[config.mk]
export PLATFORM = sky130hd
export DESIGN_NAME = conv_enc_r2
export DESIGN_NICKNAME = d
export VERILOG_FILES = /design/src/rtl/conv_enc_r2.sv
export SDC_FILE = /design/constraint.sdc
export NUM_CORES = 1
export LEC_CHECK = 0
export ABC_CLOCK_PERIOD_IN_PS = 3800
export CAP_MARGIN = 10
export CORE_AREA = 2 2 39 41
export CTS_CLUSTER_SIZE = 8
export DETAILED_ROUTE_END_ITERATION = 12
export DIE_AREA = 0 0 41 43
export SKIP_CTS_REPAIR_TIMING = 1
export SLEW_MARGIN = 20
export SYNTH_ARGS = -nofsm -noshare
export SYNTH_HDL_FRONTEND = slang
export SYNTH_SLANG_ARGS = --single-unit
[constraint.sdc]
create_clock -name clk -period 3.8 [get_ports clk]
set_clock_uncertainty 0.2 [all_clocks]
set_input_delay 0.76 -clock clk [delete_from_list [all_inputs] [get_ports clk]]
set_output_delay 0.76 -clock clk [all_outputs]
set_load 0.01 [all_outputs]
[src/rtl/conv_enc_r2.sv]
module conv_enc_r2 #(
  parameter logic [2:0] GEN_A = 3'b101,
  parameter logic [2:0] GEN_B = 3'b111
) (
  input  logic       clk,
  input  logic       rst,
  input  logic       in_valid,
  input  logic       in_bit,
  input  logic       flush,
  output logic       in_ready,
  output logic       out_valid,
  input  logic       out_ready,
  output logic [1:0] out_sym,
  output logic       out_last
);
  logic [1:0] state;
  logic       tail_pend;
  logic       step, take_bit, take_flush, inject, adv, u;
  logic [2:0] taps;

  assign step       = !out_valid || out_ready;
  assign in_ready   = step && !tail_pend;
  assign take_flush = flush && in_ready;
  assign take_bit   = in_valid && in_ready && !flush;
  assign inject     = tail_pend && step;
  assign adv        = take_bit || take_flush || inject;
  assign u          = take_bit ? in_bit : 1'b0;
  assign taps       = {u, state[1], state[0]};

  always_ff @(posedge clk) begin
    if (rst) begin
      state     <= 2'b00;
      tail_pend <= 1'b0;
      out_valid <= 1'b0;
      out_sym   <= 2'b00;
      out_last  <= 1'b0;
    end else if (adv) begin
      state     <= {u, state[1]};
      tail_pend <= take_flush;
      out_valid <= 1'b1;
      out_sym   <= {^(taps & GEN_A), ^(taps & GEN_B)};
      out_last  <= inject;
    end else if (out_ready) begin
      out_valid <= 1'b0;
      out_last  <= 1'b0;
    end
  end
endmodule

==> Yosys cells after proc, flatten, opt, wreduce, memory -nomap -nowiden <==
Cells that the tools add are included.
{ "classes": {"muxes": 4, "n_reduce_logical": 14} }
{ "ops": {"columns": ["op", "count"], "rows": [
  ["XOR reduction 3 bit", 2],
  ["logical AND 1 bit", 5],
  ["2-to-1 mux 1 bit", 4],
  ["logical NOT 1 bit", 3],
  ["logical OR 1 bit", 3],
  ["nonzero test 2 bit", 1]
]} }
{ "totals": {"word_cells": 23, "input_bits": 6, "out_inout_bits": 5, "regBits": 7} }

==> Logic depth before layout (Yosys ltp) <==
{ "depth": {"word_depth": 8, "ltp_mapped": 5, "ltp_nobuf": 4} }

==> Worst setup path before layout <==
No wires, ideal clock.
{ "synth_path": {"kind": "input-to-output", "from": "input out_ready", "to": "output in_ready", "slack_ns": 1.744, "n_path_buf": 1, "required_time_ns": 2.840, "cell_stages": 3, "arrival_ns": 1.096, "cell_sequence": "nor2b_4 > buf_6 > nor2_1"} }
{ "synth_via": {"elab_chain_len": 2} }
{ "synth_rtl": {"columns": ["item", "line", "source"], "rows": [
  ["start, declared", "12", "input logic out_ready,"],
  ["logical OR 1 bit", "21", "assign step = !out_valid || out_ready;"],
  ["logical AND 1 bit", "22", "assign in_ready = step && !tail_pend;"],
  ["end, declared", "10", "output logic in_ready,"]
]} }
Every way passes these cells.

==> Final worst setup path <==
Same ends and word-level chain as after synthesis.

==> impl_results.md <==
* Leak at 0.171 nW
* Share of cells above drive strength 1 at 11.8%
* Setup CP Type: in2out
* Psw at 0.0444 mW
* Yosys Warn Count at 0
* Vias in the first global route at 276
* F_max at 332 MHz
* # DRC at 0
* Worst hold-check path type: reg2reg
* Number of synthesized flops with an enable pin at 0
* Post-Synthesis Cells at 39
* Async SR Flop Fraction at 0%
* Startpoint class of the critical path: primary input
* Die X-Extent at 41 um
* Cts bufs inserted at 3
* Post-Synth XOR/XNOR Area at 5.07%
* Least-Margin Pin Slew at 309 ps
* CP arrival at 2050 ps
* Die Height at 43 um
* Syn avg cell area at 8.85 sq um
* WHS at 258 ps
* Post-synth design cell area at 345 sq um
* Final #Nets at 58
* Rows at 14
* Pwr dens at 378 mW/mm^2
* Diode count at 0
* Compound-cell area share of the yosys netlist at 17.8%
* Global-route wire length before repair at 1080 um
* Top-count cell post-synth: dfxtp_1
* Top area cells in the synthesized netlist: dfxtp_1, a21oi_1, nor2_1, nor3_4, nor2b_4
* Largest net degree at the start of global routing at 10
* Simple-Gate Fraction of Synth Area at 31.9%
* Reg power frac at 45.2%
* Core area at 0.00138 sq mm
* Crit path max fanout at 9
* Worst skew pair latency at 240 ps
* Minimum clock period after layout at 3010 ps
* Area leader, netlist: dfxtp_1
* CP endpoint kind: output port
* Max-slew violations at 0
* DRT iter0 DRCs at 4
* Root Driver: clkbuf_4
* Initial Util at 25.0%
* Vias per inst at 4.57
* DRT Pass-1 Iters at 3
* Final wirelength at 653 um
* PortBufs at 10
* Die area at 0.00176 sq mm
* Top Ports at 11
* Clock sink total at 7
* Util after Layout at 34.4%
* CTS tree: done
* Setup violators final at 0
* Final Hold Viols at 0
* Fin crit share at 79.2%
* Slew margin rel. at 79.4%
* Netlist cell types at 21
* Largest family of logic cells by synthesized area: simple AND/OR/NAND/NOR gates
* Synth Area in Adders at 0%
* Setup tns final at 0 ps
* Area Growth Syn to Fin at 37.7%
* Net Count, Synth at 45
* Status: finished clean
* Synth top area share at 40.6%
* Post-synthesis sequential area ratio at 40.6%
* Comb pwr share at 17.8%
* Buffer levels on the longest clock path at 2
* Top cells by count, synth: dfxtp_1, a21oi_1, nor2_1
* Peak supply drop at 135 uV
* Switching Share at 24.7%
* Vias at 306
* RSZ-0062 raised after global routing: no
* Critical Path RT at 2840 ps
* Tot GR Track Use at 9.57%
* Mux share of post-synthesis cell area at 0%
* Most used DFF post-synth: dfxtp_1
* Placer Congestion at 0.746
* Initial antenna violation count at 0
* Seq cells post-synth at 7
* DRT antenna net count at 0
* H-tree depth at 1
* GR Overflow Total at 0
* Clock power frac at 37.0%
* CTS clock-pin slew for the worst setup and hold paths at 50 ps
* Hpwl dp at 525 um
* Int Power at 0.135 mW
* MaxCap Viol Count at 0
* WL per Instance at 9.75 um
[layer usage]
metal | up-vias | share of wire (%) | GRT usage (%) | routed length, um
li1 | 161 | - | - | -
met3 | 2 | 4.3 | 1.57 | 28
met1 | 135 | 46 | 12.3 | 300
met4 | 0 | 2.9 | 12.0 | 19
met5 | - | 0 | 0 | 0
met2 | 8 | 47 | 11.3 | 304
[placed cells by master (no fill, tap or decap), drive strengths merged, types with 2 or more instances in the layout]
master         instances
clkdlybuf4s50         10
dfxtp                  7
nor2                   6
a21oi                  6
clkbuf                 4
nand2                  3
o21ai                  2
nor3                   2
[metrics by stage]
step | instances | area [sq um] | power, mW | worst slack (ps)
3_5_place_dp | 63 | 449 | 0.115 | 795
6_report | 67 | 475 | 0.180 | 792
3_3_place_gp | 63 | 449 | 0.115 | 793
2_1_floorplan | 39 | 345 | 0.100 | 1740
4_1_cts | 67 | 475 | 0.184 | 780
5_1_grt | 67 | 475 | 0.191 | 736
[kinds of logic (layout without fill, tap and decap cells)]
logic type             after synthesis  in the layout
AO/OA/AOI/OAI                       10             10
XOR/XNOR                             2              2
buffers and inverters                2             14
flip-flops                           7              7
AND/OR/NAND/NOR                     18             18
[path summary, 6_finish.rpt]
check	start	slack (ps)	cells after the start	end
worst min-delay path	out_sym[0]	260	2	out_sym[0]
worst min register to register	out_sym[0]	260	2	out_sym[0]
worst max register to register	tail_pend	2380	4	out_sym[0]
worst max-delay path	out_ready	790	4	in_ready
[power groups by stage]
stage | Sequential, mW | Combinational, mW | Clock, mW
4_1_cts | 0.0812 | 0.0324 | 0.0699
3_5_place_dp | 0.0827 | 0.0324 | 0
6_report | 0.0813 | 0.0320 | 0.0665
2_1_floorplan | 0.0821 | 0.0180 | 0
3_3_place_gp | 0.0826 | 0.0324 | 0
5_1_grt | 0.0818 | 0.0349 | 0.0742
[registers in the layout, summed over array words and instances (netlist names)]
signal,cells
out_last,1
out_sym,2
out_valid,1
state,2
tail_pend,1
[final cells by class]
type | count | area (sq um)
clock buffer | 4 | 26.3
sequential | 7 | 140
fill | 144 | 908
multi-input combinational | 30 | 189
tap | 16 | 20.0
timing repair buffer | 10 | 100
[worst max-delay path, stage by stage]
cell and delay [ps]:
clkdlybuf4s50_1 520, nor2b_4 90, nor2_1 130, clkdlybuf4s50_1 550
Note: power is estimated with default switching activity, not from simulation.
